## src/rtl/pvm_pkg.sv

```systemverilog
package pvm_pkg;

  typedef enum logic [2:0] {
    ST_IDLE,
    ST_SETTLE,
    ST_SHIFT,
    ST_ACTIVE,
    ST_LOCKED
  } pvm_state_e;

  localparam logic [31:0] PVM_KEY_DEFAULT = 32'h4D43_4850;

endpackage

```

## src/rtl/pvm_sync.sv

```systemverilog
module pvm_sync #(
  parameter int W      = 2,
  parameter int STAGES = 2
) (
  input  logic         clk,
  input  logic         rst,
  input  logic [W-1:0] d_i,
  output logic [W-1:0] q_o
);

  logic [W-1:0] stage_q [STAGES];

  genvar g;
  generate
    for (g = 0; g < STAGES; g++) begin : g_stage
      if (g == 0) begin : g_first
        always_ff @(posedge clk) begin
          if (rst) stage_q[g] <= '0;
          else     stage_q[g] <= d_i;
        end
      end else begin : g_next
        always_ff @(posedge clk) begin
          if (rst) stage_q[g] <= '0;
          else     stage_q[g] <= stage_q[g-1];
        end
      end
    end
  endgenerate

  assign q_o = stage_q[STAGES-1];

endmodule

```

## src/rtl/pvm_sat_cnt.sv

```systemverilog
module pvm_sat_cnt #(
  parameter int LIMIT = 16
) (
  input  logic clk,
  input  logic rst,
  input  logic clr_i,
  input  logic inc_i,
  output logic done_o
);

  localparam int CW = $clog2(LIMIT + 1);
  localparam logic [CW-1:0] LIM = CW'(LIMIT);

  logic [CW-1:0] cnt_q;

  always_ff @(posedge clk) begin
    if (rst || clr_i)                cnt_q <= '0;
    else if (inc_i && cnt_q != LIM)  cnt_q <= cnt_q + 1'b1;
  end

  assign done_o = (cnt_q == LIM);

endmodule

```

## src/rtl/pvm_key_shift.sv

```systemverilog
module pvm_key_shift #(
  parameter int              KEY_W   = 32,
  parameter logic [KEY_W-1:0] KEY_VAL = 32'h4D43_4850
) (
  input  logic clk,
  input  logic rst,
  input  logic clr_i,
  input  logic shift_i,
  input  logic din_i,
  output logic last_o,
  output logic match_o
);

  localparam int CW = $clog2(KEY_W);
  localparam logic [CW-1:0] LAST_IDX = CW'(KEY_W - 1);

  logic [KEY_W-2:0] sh_q;
  logic [CW-1:0]    cnt_q;

  always_ff @(posedge clk) begin
    if (rst || clr_i) begin
      sh_q  <= '0;
      cnt_q <= '0;
    end else if (shift_i) begin
      sh_q  <= {sh_q[KEY_W-3:0], din_i};
      cnt_q <= (cnt_q == LAST_IDX) ? '0 : cnt_q + 1'b1;
    end
  end

  assign last_o  = (cnt_q == LAST_IDX);
  assign match_o = ({sh_q, din_i} == KEY_VAL);

endmodule

```

## src/rtl/pvm_entry_detect.sv

```systemverilog
module pvm_entry_detect
  import pvm_pkg::*;
#(
  parameter int          SETTLE_CYC    = 24,
  parameter int          EXIT_IDLE_CYC = 16,
  parameter int          SYNC_STAGES   = 2,
  parameter int          KEY_W         = 32,
  parameter logic [31:0] KEY_VAL       = PVM_KEY_DEFAULT
) (
  input  logic clk,
  input  logic rst,
  input  logic hv_en_i,
  input  logic ser_clk_i,
  input  logic ser_dat_i,
  output logic prog_mode_o,
  output logic io_hiz_o,
  output logic exit_viol_o
);

  logic       en_q;
  logic [1:0] ser_s;
  logic       sclk_s, sdat_s, sclk_d;
  logic       rise;
  logic       settle_done, idle_done;
  logic       key_last, key_match, shift_en;
  logic       prog_q, hiz_q, viol_q;
  pvm_state_e st_q, st_n;

  always_ff @(posedge clk) begin
    if (rst) en_q <= 1'b0;
    else     en_q <= hv_en_i;
  end

  pvm_sync #(.W(2), .STAGES(SYNC_STAGES)) u_sync (
    .clk (clk),
    .rst (rst),
    .d_i ({ser_clk_i, ser_dat_i}),
    .q_o (ser_s)
  );

  assign sclk_s = ser_s[1];
  assign sdat_s = ser_s[0];

  always_ff @(posedge clk) begin
    if (rst) sclk_d <= 1'b0;
    else     sclk_d <= sclk_s;
  end

  assign rise = sclk_s & ~sclk_d;

  pvm_sat_cnt #(.LIMIT(SETTLE_CYC)) u_settle (
    .clk    (clk),
    .rst    (rst),
    .clr_i  (st_q != ST_SETTLE),
    .inc_i  (1'b1),
    .done_o (settle_done)
  );

  pvm_sat_cnt #(.LIMIT(EXIT_IDLE_CYC)) u_idle (
    .clk    (clk),
    .rst    (rst),
    .clr_i  (rise || !en_q),
    .inc_i  (1'b1),
    .done_o (idle_done)
  );

  assign shift_en = en_q && (st_q == ST_SHIFT) && rise;

  pvm_key_shift #(.KEY_W(KEY_W), .KEY_VAL(KEY_VAL[KEY_W-1:0])) u_key (
    .clk     (clk),
    .rst     (rst),
    .clr_i   (!en_q || st_q == ST_IDLE),
    .shift_i (shift_en),
    .din_i   (sdat_s),
    .last_o  (key_last),
    .match_o (key_match)
  );

  always_comb begin
    st_n = st_q;
    if (!en_q) begin
      st_n = ST_IDLE;
    end else begin
      case (st_q)
        ST_IDLE:   st_n = ST_SETTLE;
        ST_SETTLE: if (settle_done) st_n = ST_SHIFT;
        ST_SHIFT:  if (shift_en && key_last) st_n = key_match ? ST_ACTIVE : ST_LOCKED;
        default:   st_n = st_q;
      endcase
    end
  end

  always_ff @(posedge clk) begin
    if (rst) begin
      st_q   <= ST_IDLE;
      prog_q <= 1'b0;
      hiz_q  <= 1'b0;
      viol_q <= 1'b0;
    end else begin
      st_q   <= st_n;
      prog_q <= (st_n == ST_ACTIVE);
      hiz_q  <= (st_n == ST_ACTIVE);
      if (st_q == ST_IDLE && en_q)
        viol_q <= 1'b0;
      else if (!en_q && st_q == ST_ACTIVE && !idle_done)
        viol_q <= 1'b1;
    end
  end

  assign prog_mode_o = prog_q;
  assign io_hiz_o    = hiz_q;
  assign exit_viol_o = viol_q;

endmodule

```

## config.mk

```make
export PLATFORM = sky130hd
export DESIGN_NAME = pvm_entry_detect
export DESIGN_NICKNAME = d
export VERILOG_FILES = /design/src/rtl/pvm_pkg.sv /design/src/rtl/pvm_sync.sv /design/src/rtl/pvm_sat_cnt.sv /design/src/rtl/pvm_key_shift.sv /design/src/rtl/pvm_entry_detect.sv
export SDC_FILE = /design/constraint.sdc
export NUM_CORES = 1
export LEC_CHECK = 0
export BUFFER_PORTS_ARGS = -buffer_cell sky130_fd_sc_hd__buf_2
export CAP_MARGIN = 20
export CORE_ASPECT_RATIO = 1.75
export CORE_MARGIN = 5
export CORE_UTILIZATION = 54
export CTS_CLUSTER_SIZE = 10
export DETAILED_ROUTE_END_ITERATION = 16
export HOLD_SLACK_MARGIN = 0.1
export MAX_ROUTING_LAYER = met4
export PLACE_DENSITY = 0.74
export SETUP_SLACK_MARGIN = 0.5
export SLEW_MARGIN = 0
export SYNTH_ARGS = -nofsm -noshare
export SYNTH_HDL_FRONTEND = slang
export SYNTH_SLANG_ARGS = --single-unit
```

## constraint.sdc

```tcl
create_clock -name clk -period 1.8 [get_ports clk]
set_input_delay 0 -clock clk [delete_from_list [all_inputs] [get_ports clk]]
set_output_delay 0 -clock clk [all_outputs]
set_load 0.03 [all_outputs]
```

==> impl_metrics.csv <==
group,metric,value,unit
clocking,cts_buffer_depth,2,
synthesis,yosys-top-cells-area,"dfxtp_1 (50%), nand2_1 (11%), a21oi_1 (8.6%)",
synthesis,synth_top_area_share,50.4,%
sta,final_hold_viol_count,0,
routing,drt.antenna.violating_nets,0,
clocking,cts-root-buf,"clkbuf_8",
sta,fin_crit,1.72,ns
layout,syn2layout_area_growth,50.6,%
global_routing,grt_start_max_net_pins,38,
routing,drc,0,
synthesis,syn_area,2260,um2
synthesis,synth_nets,279,
global_routing,grt_pass1_vias,2062,
floorplanning,die_h,95.6,um
setup_path,cp.arrival,1.95,ns
sta,finalCritPeriodShare,95.8,%
synthesis,synth_cell_type_count,39,
sta,worstMarginPinSlew,0.580,ns
synthesis,yosysWarnings,0,
floorplanning,chipWidth,58.9,um
place,dp_slack,0.152,ns
setup_path,crit_fanout,4,
synthesis,async_reset_ff_share,0,%
setup_path,crit_path_start_kind,"flip-flop",
floorplanning,pin_count,8,
place,place_congestion,0.774,
global_routing,grtUsageTotal,22.3,%
synthesis,yosysMostFrequentCell,"nand2_1",
hold_path,min_delay_path_depth,1,
setup_path,reg2reg_depth,4,
sta,fmax,0.580,GHz
global_routing,globalRoute.totalOverflow,0,
routing,wirelength,6870,um
sta,skew,0.00621,ns
synthesis,ys_top_cells_by_count,"nand2_1 (69), dfxtp_1 (57), a21oi_1 (39)",
routing,viasPerCell,5.95,
layout,drive_gt1_share,47.5,%
routing,dr.pass1.iters,4,
synthesis,avgSynthCellArea,8.45,um2
run,maxCapViolations,0,
floorplanning,initial_core_util,55.1,%
floorplanning,dieArea,5640,um2
global_routing,antenna_found_initial,0,
run_status,status,"completed",
clocking,numCtsBuffers,9,
power_and_ir_drop,p_per_area,736,nW/um2
synthesis,ys.flop_type,"dfxtp_1",
layout,multi_input_area,1500,um2
synthesis,ys_seq_area_share,50.4,%
sta,maxSlewHeadroom,61.3,%
power_and_ir_drop,ir_worst_vdd,781,uV
routing,drtIter0Drc,102,
sta,setup_viol,0,
global_routing,grt_pass1_wl,9180,um
layout,design_area,3410,um2
place,io_buffer_count,7,
clocking,path_clk_slew,0.06,ns
floorplanning,placementRows,31,
place,post-dp-hpwl,2910,um
sta,fin_setup_tns,0,ns
layout,seqCellArea,1160,um2
synthesis,ys_seq_elements,57,
setup_path,critPathRequiredTime,2.02,ns
sta,report.final.slew_viol_count,0,
layout,stdcell_count,363,
routing,vias,2160,
place,placed_cells,317,
layout,fill_cells,217,
synthesis,yosys.area.top_type,"dfxtp_1",
layout,diodes,0,
synthesis,syn_inst,268,
synthesis,synth_edf_count,0,
clocking,clk_latency,0.34,ns
clocking,cts_htree_levels,3,
setup_path,cp-end-kind,"flip-flop",
sta,fin_ws,0.0751,ns
place,placed_area,2470,um2
routing,wire_per_inst,18.9,um
setup_path,critPathKind,"flip-flop to flip-flop",
layout,final_nets,320,
sta,rsz0062_at_grt,"true",
clocking,cts.sinks,57,
power_and_ir_drop,p_leak,1.33,nW
hold_path,min_path_type,"flip-flop to flip-flop",
clocking,cts_tree,"yes",
floorplanning,coreArea,4110,um2
==> critical path, stage by stage (launching register included) <==
cell and delay, ns:
dfxtp_1 0.36, nor4b_2 0.30, nand4_1 0.12, or4_4 0.60, a41o_1 0.22
==> cell usage in the layout, fill, tap and decap left out, types with 2 or more instances in the layout <==
cell type | synthesis | routed
nand2b_4 | 0 | 2
clkbuf_16 | 0 | 2
nand2_4 | 0 | 17
ha_4 | 0 | 2
inv_1 | 8 | 7
ha_1 | 6 | 4
buf_12 | 0 | 4
nand3_1 | 6 | 6
nor2_1 | 15 | 13
dfxtp_1 | 57 | 46
nor3_2 | 0 | 3
a21oi_1 | 39 | 5
dlygate4sd3_1 | 0 | 7
clkinvlp_4 | 0 | 3
nand2_2 | 0 | 9
clkbuf_8 | 0 | 9
buf_6 | 0 | 7
buf_2 | 1 | 7
dfxtp_4 | 0 | 4
nand2_1 | 69 | 43
buf_8 | 0 | 2
xor2_1 | 4 | 4
xnor2_1 | 3 | 3
nand4b_1 | 3 | 3
buf_4 | 1 | 12
clkinv_2 | 0 | 2
a21oi_2 | 0 | 34
o21ai_1 | 0 | 4
dfxtp_2 | 0 | 7
nor4b_2 | 0 | 5
nor2b_1 | 6 | 5
nand4_1 | 2 | 2
nor3_1 | 5 | 2
==> power breakdown <==
part	switching, mW	total, mW	internal (mW)	leakage (nW)
logic	0.0279	0.0594	0.0316	0.773
registers	0.0114	1.28	1.26	0.467
clock network	0.539	1.17	0.634	0.0912
total	0.578	2.51	1.93	1.33
==> kinds of logic after synthesis <==
kind of cell    share of synthesized area [%]
mux                                     0.442
fa+ha+maj                                3.32
flops                                    50.4
buf+inv                                  3.54
simple gates                             26.3
compound gates                           13.3
xor+xnor                                 2.71
==> cell type report <==
class                           count  share of cell area, %
Clock buffer                        9                   3.63
Clock inverter                      7                   2.09
Inverter                            8                  0.881
Multi-Input combinational cell    191                   43.9
Sequential cell                    57                   34.2
Tap cell                           49                   1.80
Timing Repair Buffer               42                   13.5
==> routing by layer <==
metal	up-vias	track usage [%]	part of all wire, %
li1	1004	-	-
met1	1061	23.6	38
met2	65	35.2	53
met3	30	7.45	3.6
met4	0	13.2	4.8
met5	-	-	0
==> registers in the layout (all words and copies together), names as in the netlist, 3 cells and up <==
name            count
u_key.sh_q         31
u_idle.cnt_q        5
u_key.cnt_q         5
u_settle.cnt_q      5
u_sync.stage_q      4
st_q                3
==> repair_timing <==
item / CTS / global route
setup buffers: 13 / 5
cloned: 3 / 2
hold endpoints to repair: 8 / 0
resized for setup: 38 / 85
pin swaps: 15 / 49
hold buffers: 7 / 0
setup endpoints to repair: 47 / 47
==> worst paths after layout <==
path	start	endpoint	slack, ns
min	u_sync.stage_q[0][0]	u_sync.stage_q[1][0]	0.44
min reg2reg	u_sync.stage_q[0][0]	u_sync.stage_q[1][0]	0.44
max reg2reg	u_sync.stage_q[1][0]	st_q[2]	0.08
max	u_sync.stage_q[1][0]	st_q[2]	0.08
==> metrics by stage <==
stage / hold WS (ns) / utilization (%) / power (mW)
floorplan: 0.128 / - / 1.33
global placement: 0.209 / 60.1 / 1.34
detailed placement: 0.215 / 60.1 / 1.34
CTS: 0.438 / 73.6 / 2.50
global route: 0.447 / 82.9 / 2.61
finish: 0.436 / 82.9 / 2.51
Note: power is estimated with default switching activity, not from simulation.
